--- src/rtl/vred_pkg.sv ---
package vred_pkg;
  typedef enum logic [1:0] {
    ST_IDLE = 2'd0,
    ST_ACC  = 2'd1,
    ST_FOLD = 2'd2
  } vred_state_e;
endpackage

--- src/rtl/vred_ctrl.sv ---
module vred_ctrl
  import vred_pkg::*;
#(
  parameter int VL    = 8,
  parameter int CNTW  = 16,
  parameter int STEPS = 3,
  parameter int SW    = 2
) (
  input  logic            clk,
  input  logic            rst,
  input  logic            start_i,
  input  logic [CNTW-1:0] count_i,
  input  logic            elem_valid_i,
  output logic            ready_o,
  output logic [VL-1:0]   lane_mask_o,
  output logic            clear_o,
  output logic            acc_en_o,
  output logic            fold_en_o,
  output logic [SW-1:0]   fold_idx_o,
  output logic            done_o,
  output logic            busy_o
);
  localparam logic [CNTW-1:0] VL_C = CNTW'(VL);

  vred_state_e     state_q;
  logic [CNTW-1:0] rem_q;
  logic [SW-1:0]   step_q;
  logic            last_beat;

  assign last_beat  = (rem_q <= VL_C);
  assign ready_o    = (state_q == ST_ACC);
  assign clear_o    = (state_q == ST_IDLE) && start_i;
  assign acc_en_o   = ready_o && elem_valid_i;
  assign fold_en_o  = (state_q == ST_FOLD);
  assign fold_idx_o = step_q;
  assign done_o     = fold_en_o && (step_q == SW'(STEPS - 1));
  assign busy_o     = (state_q != ST_IDLE);

  // a lane takes data only while its element index is below the remaining count
  for (genvar j = 0; j < VL; j++) begin : g_mask
    assign lane_mask_o[j] = (CNTW'(j) < rem_q);
  end

  always_ff @(posedge clk) begin
    if (rst) begin
      state_q <= ST_IDLE;
      rem_q   <= '0;
      step_q  <= '0;
    end else begin
      unique case (state_q)
        ST_IDLE: begin
          if (start_i) begin
            rem_q   <= count_i;
            step_q  <= '0;
            state_q <= (count_i == '0) ? ST_FOLD : ST_ACC;
          end
        end
        ST_ACC: begin
          if (elem_valid_i) begin
            rem_q <= last_beat ? '0 : rem_q - VL_C;
            if (last_beat) state_q <= ST_FOLD;
          end
        end
        ST_FOLD: begin
          step_q <= step_q + 1'b1;
          if (step_q == SW'(STEPS - 1)) state_q <= ST_IDLE;
        end
        default: state_q <= ST_IDLE;
      endcase
    end
  end
endmodule

--- src/rtl/vred_lanes.sv ---
module vred_lanes #(
  parameter int DW = 32,
  parameter int VL = 8,
  parameter int SW = 2
) (
  input  logic            clk,
  input  logic            rst,
  input  logic            clear_i,
  input  logic            acc_en_i,
  input  logic [VL-1:0]   lane_mask_i,
  input  logic [VL*DW-1:0] chunk_i,
  input  logic            fold_en_i,
  input  logic [SW-1:0]   fold_idx_i,
  output logic [DW-1:0]   head_o
);
  localparam int IW = (VL > 1) ? $clog2(VL) : 1;

  logic [DW-1:0] part_q [VL];
  logic [DW-1:0] fold_d [VL];

  // one fold: the upper half of the active range lands on the lower half
  always_comb begin
    int half;
    half = VL >> (int'(fold_idx_i) + 1);
    for (int i = 0; i < VL; i++) begin
      if (i < half) fold_d[i] = part_q[i] + part_q[IW'(i + half)];
      else          fold_d[i] = part_q[i];
    end
  end

  assign head_o = fold_d[0];

  for (genvar j = 0; j < VL; j++) begin : g_lane
    always_ff @(posedge clk) begin
      if (rst || clear_i)                  part_q[j] <= '0;
      else if (acc_en_i && lane_mask_i[j]) part_q[j] <= part_q[j] + chunk_i[j*DW +: DW];
      else if (fold_en_i)                  part_q[j] <= fold_d[j];
    end
  end
endmodule

--- src/rtl/vec_tree_reduce.sv ---
module vec_tree_reduce #(
  parameter int DW   = 32,
  parameter int VL   = 8,
  parameter int CNTW = 16
) (
  input  logic             clk,
  input  logic             rst,
  input  logic             start_i,
  input  logic [CNTW-1:0]  count_i,
  input  logic             elem_valid_i,
  output logic             elem_ready_o,
  input  logic [VL*DW-1:0] elem_data_i,
  output logic [DW-1:0]    sum_o,
  output logic             sum_valid_o
);
  localparam int LOG2VL = $clog2(VL);
  localparam int STEPS  = (LOG2VL == 0) ? 1 : LOG2VL;
  localparam int SW     = $clog2(STEPS + 1);

  logic [VL-1:0] lane_mask;
  logic          clear, acc_en, fold_en, done, busy;
  logic [SW-1:0] fold_idx;
  logic [DW-1:0] head;

  vred_ctrl #(.VL(VL), .CNTW(CNTW), .STEPS(STEPS), .SW(SW)) u_ctrl (
    .clk          (clk),
    .rst          (rst),
    .start_i      (start_i),
    .count_i      (count_i),
    .elem_valid_i (elem_valid_i),
    .ready_o      (elem_ready_o),
    .lane_mask_o  (lane_mask),
    .clear_o      (clear),
    .acc_en_o     (acc_en),
    .fold_en_o    (fold_en),
    .fold_idx_o   (fold_idx),
    .done_o       (done),
    .busy_o       (busy)
  );

  vred_lanes #(.DW(DW), .VL(VL), .SW(SW)) u_lanes (
    .clk         (clk),
    .rst         (rst),
    .clear_i     (clear),
    .acc_en_i    (acc_en),
    .lane_mask_i (lane_mask),
    .chunk_i     (elem_data_i),
    .fold_en_i   (fold_en),
    .fold_idx_i  (fold_idx),
    .head_o      (head)
  );

  always_ff @(posedge clk) begin
    if (rst) begin
      sum_o       <= '0;
      sum_valid_o <= 1'b0;
    end else begin
      sum_valid_o <= done;
      if (done) sum_o <= head;
    end
  end
endmodule

--- config.mk ---
export PLATFORM = sky130hd
export DESIGN_NAME = vec_tree_reduce
export DESIGN_NICKNAME = d
export VERILOG_FILES = /design/src/rtl/vred_pkg.sv /design/src/rtl/vred_ctrl.sv /design/src/rtl/vred_lanes.sv /design/src/rtl/vec_tree_reduce.sv
export SDC_FILE = /design/constraint.sdc
export NUM_CORES = 2
export LEC_CHECK = 0
export BUFFER_PORTS_ARGS = -buffer_cell sky130_fd_sc_hd__buf_2
export CAP_MARGIN = 20
export CORE_AREA = 2 2 263 265
export DETAILED_ROUTE_END_ITERATION = 10
export DIE_AREA = 0 0 265 267
export PLACE_DENSITY = 0.9
export SLEW_MARGIN = 40
export SYNTH_ARGS = -nofsm -noshare
export SYNTH_HDL_FRONTEND = slang
export SYNTH_HIERARCHICAL = 1
export SYNTH_SLANG_ARGS = --single-unit
--- constraint.sdc ---
create_clock -name clk -period 15.3 [get_ports clk]
set_input_delay 1.53 -clock clk [delete_from_list [all_inputs] [get_ports clk]]
set_output_delay 1.53 -clock clk [all_outputs]
set_load 0.1 [all_outputs]
======== Yosys cells after proc, flatten, opt, wreduce, memory -nomap -nowiden ========
Memories as Yosys holds them, arrays and structs flattened.
Cells that the tools add are included.
W data, S select, Z words.
word-level totals
  memories kept ........................... 1
  memory bits (writable) .................. 256
  input bits .............................. 276
  output and inout port bits .............. 34
  flip-flop bits (word level) ............. 53
memories
  name            depth  width  read ports  clocked after memory_dff  write ports  RTL line          source
  u_lanes.part_q  8      32     16          0                         8            vred_lanes.sv:18  logic [DW-1:0] part_q [VL];
cells by class
  order comparisons ....................... 17
  reduce and logical (&&, ||, !) cells .... 19
  equality and inequality tests ........... 7
  $add $sub $neg .......................... 26
  bitwise gates (word level) .............. 16
  shift-type cells ........................ 1
  muxes and demuxes ....................... 87
operator list
  cell                     count
  $mux W32                 24
  $add A32 B32 Y32         16
  $lt A4 B32 Y1 const A    4
  $lt A3 B16 Y1 const A    4
  $lt A3 B32 Y1 const A    2
  $mux W1                  51
  $mux W16                 3
  $lt A1 B16 Y1 const A    2
  $lt A1 B32 Y1 const A    1
  $lt A2 B16 Y1 const A    2
  $lt A2 B32 Y1 const A    1
  $pmux W16 S2             1
  $shr A4 B3 Y32 const A   1
  $le A16 B4 Y1 const B    1
  $logic_not A16 Y1        1
  $or A1 B1 Y1             16
  $sub A16 B4 Y16 const B  1
  $add A3 B3 Y3 const A    4
  $mux W2                  6
  $logic_and A1 B1 Y1      11
  $ne A2 B2 Y1 const B     4
  $add A2 B3 Y3 const A    2
  $pmux W2 S3              1
  $eq A2 B2 Y1 const B     2
  other kinds (11)         12

======== Depth between registers and ports, before layout ========
  depth after elaboration ................. 8
  gate-level depth with buffers ........... 25

======== Modules after synthesis ========
Netlist, hierarchy kept.
modules (own cells, without submodules)
  module           cells an instance  area each (um^2)  instances
  vred_lanes       4787               41280.8           1
  vred_ctrl        181                1317.5            1
  vec_tree_reduce  106                1202.4            1

======== Worst setup path before layout ========
Ideal clock, no wire load.
  kind .................................... input port to flip-flop
  start point ............................. in start_i
  end point ............................... mem u_lanes.part_q[4][26], data pin
  data arrival time ....................... 5639 ps
  path slack .............................. 9399 ps
  data required time ...................... 15038 ps
  stages on the path ...................... 20
  path through ............................ inv_1 -> nor2_1 -> nor2_1 -> and2_1 -> clkbuf_1 -> nand2_1 -> clkbuf_1 -> mux2_2 -> ha_1 -> nor2b_1 -> o21a_1 -> o21ai_1 -> a21oi_1 -> a31oi_1 -> o211ai_1 -> a41o_1 -> a211o_1 -> a21o_1 -> a21oi_1 -> mux2_1
RTL lines
  what             RTL line              source
  start, declared  vec_tree_reduce.sv:8  input logic start_i,
  end, declared    vred_lanes.sv:18

==> flow_metrics.py <==
metrics = {
    "grt": {
        "grt_start_max_net_pins": 71,
        "globalRoute.totalOverflow": 0,
        "first_global_vias": 39800,
        "grt_use_total": 0.473,
        "number_of_antenna_violations_at_the_first_check_in_global_routing": 8,
        "grt_first_pass_wirelength_um": 250000,
    },
    "yosys": {
        "synth.yosys.warnings": 6,
        "number_of_distinct_library_cells_after_synthesis": 104,
        "synth_nets": 5843,
        "yosys_register_bits": 309,
        "async_flop_share": 0,
        "synth-main-ff-cell": "sky130_fd_sc_hd__edfxtp_1",
        "synthesis.area_sq_mm": 0.0438,
        "synth.most_common_cell": "sky130_fd_sc_hd__nand2_1",
        "synthesis.instances": 5074,
        "synthesis.area_per_instance_sq_um": 8.63,
        "yosys.area.top_type": "sky130_fd_sc_hd__edfxtp_1",
        "ys_seq_area_frac": 0.200,
        "synth.area.top_cells": "sky130_fd_sc_hd__edfxtp_1, sky130_fd_sc_hd__ha_1, sky130_fd_sc_hd__mux4_2",
        "commonest_cells_in_the_netlist": "sky130_fd_sc_hd__nand2_1, sky130_fd_sc_hd__ha_1, sky130_fd_sc_hd__a21oi_1",
        "yosysTopAreaCellShare": 0.176,
        "synth_enable_flop_cells": 256,
    },
    "power": {
        "max-vdd-ir-drop_mv": 0.101,
        "power.leakage_uw": 0.0210,
        "powerDensity_mw_per_mm2": 108,
    },
    "clock_tree": {
        "ctsLongestPathBuffers": 3,
        "cts_resized": 0,
        "clock_latency_at_the_later_pin_of_the_worst_skew_pair_ns": 0.61,
        "htreeDepth": 2,
        "numClockSinks": 309,
        "cts.reportedPaths.clkPinSlew_ns": 0.06,
        "clock_tree_from_tritoncts": "yes",
        "cts_hold_buffers": 0,
        "post_cts_buffers": 0,
        "numCtsBuffers": 41,
        "cts.root.buffer_cell": "sky130_fd_sc_hd__clkbuf_16",
    },
    "critical_path": {
        "timing.rr.start": "u_ctrl/fold_idx_o[0]",
        "setup.worst_path.end_class": "flop",
        "critical_path.max_fanout": 57,
        "timing.critical_path.arrival_ns": 6.75,
        "r2r_cells": 21,
        "rr_endpoint": "u_lanes/part_q[4][26]",
        "slack_of_the_worst_reg_to_reg_path_ns": 8.89,
        "startpoint_type": "flop",
        "crit_type": "reg2reg",
        "worst_ep_required_time_ns": 15.63,
    },
    "sta": {
        "layout_worst_path_cycle_share": 0.419,
        "fin_hold_ws_ns": 0.490,
        "worst_slew_pin_slew_ns": 0.974,
        "worst_setup_skew_after_layout_ns": 0.0335,
        "fin_tns_setup_ns": 0,
        "relSlewSlack": 0.346,
        "hold_viol_final": 0,
        "rsz_0062_raised_after_global_routing": "no",
        "clock.fmax_ghz": 0.156,
        "final_period_minus_worst_setup_slack_ns": 6.41,
        "slew_violations": 0,
        "setup_viol": 0,
    },
    "drt": {
        "antenna_left": 0,
        "first_iter_violations": 5906,
        "drt-wirelength-per-cell_um": 27.9,
        "route.detailed.vias_per_inst": 7.12,
        "via_count": 44100,
        "drc_errors": 0,
        "drt_pass1_iterations": 6,
        "totalWireLength_um": 173000,
    },
    "floorplan": {
        "die_area_sq_mm": 0.0708,
        "number_of_standard_cell_rows_in_the_floorplan": 96,
        "dieWidth_um": 265,
        "core_region_area_sq_mm": 0.0680,
        "num_io_pins": 310,
        "floorplan.initialDensity": 0.644,
        "die_height_um": 267,
    },
    "final_layout": {
        "synthToLayoutAreaGrowth_pct": 8.74,
        "fin_area_sq_mm": 0.0476,
        "drive_gt1_frac": 0.154,
        "design.final.nets": 6045,
        "utilization": 0.701,
    },
    "hold_path": {
        "hold-path-endpoint": "u_ctrl/rem_q[0]",
        "whs_path_depth": 2,
        "hold_path_startpoint": "u_ctrl/rem_q[0]",
        "type_of_the_tightest_min_delay_check": "reg2reg",
    },
    "outcome": {
        "status": "finished clean",
    },
    "placed_design": {
        "dp.final_hpwl_um": 139000,
        "place.gp.congestion": 1.09,
        "buffer_ports.inserted": 309,
        "dpl_cell_area_sq_mm": 0.0461,
    },
    "flow_run": {
        "max-cap-violations": 0,
    },
}
## cell usage in the layout, fill, tap and decap left out, types with 53 or more instances in the layout
| cell | count |
|---|---|
| sky130_fd_sc_hd__xor2_1 | 198 |
| sky130_fd_sc_hd__mux2_2 | 156 |
| sky130_fd_sc_hd__o21ai_0 | 398 |
| sky130_fd_sc_hd__nand3_1 | 75 |
| sky130_fd_sc_hd__a21oi_1 | 428 |
| sky130_fd_sc_hd__nor2_1 | 308 |
| sky130_fd_sc_hd__mux4_2 | 156 |
| sky130_fd_sc_hd__ha_1 | 472 |
| sky130_fd_sc_hd__inv_1 | 129 |
| sky130_fd_sc_hd__edfxtp_1 | 256 |
| sky130_fd_sc_hd__o22ai_1 | 147 |
| sky130_fd_sc_hd__a21o_1 | 245 |
| sky130_fd_sc_hd__nor2b_1 | 72 |
| sky130_fd_sc_hd__nor3_1 | 65 |
| sky130_fd_sc_hd__dfxtp_1 | 53 |
| sky130_fd_sc_hd__mux2i_1 | 133 |
| sky130_fd_sc_hd__nand2b_1 | 76 |
| sky130_fd_sc_hd__nand2_1 | 558 |
| sky130_fd_sc_hd__buf_2 | 309 |
| sky130_fd_sc_hd__o21a_1 | 62 |
| sky130_fd_sc_hd__xnor2_1 | 213 |
## report_power, final
group          leakage (uW)  internal [uW]  switching, uW
Combinational        0.0171           1100           1670
Clock              0.000702            632            422
Sequential          0.00325           1050            277
Total                0.0210           2770           2370
## registers in the layout (all words and copies together) (netlist names)
register / flops
u_ctrl/rem_q: 16
sum_valid_o: 1
sum_o: 32
u_lanes/part_q: 256
u_ctrl/state_q: 2
u_ctrl/fold_idx_o: 2
## through the flow
stage	worst slack, ns	instances	total power, uW
floorplan	9.40	5074	3110
CTS	8.83	6189	5010
global placement	8.38	6112	3890
global route	8.52	6193	5350
finish	8.89	6197	5140
detailed placement	8.56	6113	3940
## per-layer routing
metal  global-route usage  vias up  part of all wire
met5               0.0125        -           0.00091
met3                0.156      554              0.14
met1                0.619    20800              0.38
met2                0.685     3067              0.40
met4                0.269        8             0.073
li1                     -    19700                 -
## worst max path at each step
stage | startpoint | slack, ns | endpoint
global placement | rst | 8.38 | u_lanes/part_q[4][26]
floorplan | start_i | 9.40 | u_lanes/part_q[4][26]
CTS | u_ctrl/fold_idx_o[0] | 8.83 | u_lanes/part_q[4][26]
global route | u_ctrl/fold_idx_o[0] | 8.52 | u_lanes/part_q[4][26]
detailed placement | rst | 8.56 | u_lanes/part_q[4][26]
finish | u_ctrl/fold_idx_o[0] | 8.89 | u_lanes/part_q[4][26]
## cells by family after synthesis
kind of cell             count (synthesis)  share of synthesized area
AO/OA/AOI/OAI                         1730                      0.252
XOR/XNOR                               412                     0.0824
adder cells (fa/ha/maj)                493                      0.143
buffers and inverters                  333                     0.0302
flip-flops                             309                      0.200
multiplexers                           446                      0.151
AND/OR/NAND/NOR                       1351                      0.142
## layout make-up
type                            count  area, sq um
Sequential cell                   309         8750
Fill cell                        5348        20400
Multi-Input combinational cell   4432        33900
Antenna cell                        6         15.0
Tap cell                          882         1100
Timing Repair Buffer              358         1960
Clock inverter                     21          258
Inverter                          134          503
Clock buffer                       55         1180
## worst max-delay path, cell delays in order, from the launching register on
cell and delay [ns]:
sky130_fd_sc_hd__dfxtp_1 0.40, sky130_fd_sc_hd__inv_1 0.28, sky130_fd_sc_hd__ha_4 0.66, sky130_fd_sc_hd__buf_6 0.60
sky130_fd_sc_hd__mux2i_1 0.40, sky130_fd_sc_hd__a211oi_1 0.13, sky130_fd_sc_hd__a21oi_1 0.47, sky130_fd_sc_hd__o21ai_0 0.16
sky130_fd_sc_hd__ha_1 0.23, sky130_fd_sc_hd__inv_1 0.07, sky130_fd_sc_hd__fa_1 0.18, sky130_fd_sc_hd__nor2b_1 0.06
sky130_fd_sc_hd__o21a_1 0.18, sky130_fd_sc_hd__o21ai_1 0.21, sky130_fd_sc_hd__a21oi_1 0.15, sky130_fd_sc_hd__a31oi_1 0.39
sky130_fd_sc_hd__o211ai_1 0.20, sky130_fd_sc_hd__a41o_1 0.33, sky130_fd_sc_hd__a211o_1 0.30, sky130_fd_sc_hd__a21o_1 0.21
sky130_fd_sc_hd__a21oi_1 0.14, sky130_fd_sc_hd__mux2_1 0.33
No activity file was read; power rests on OpenSTA's default activity.
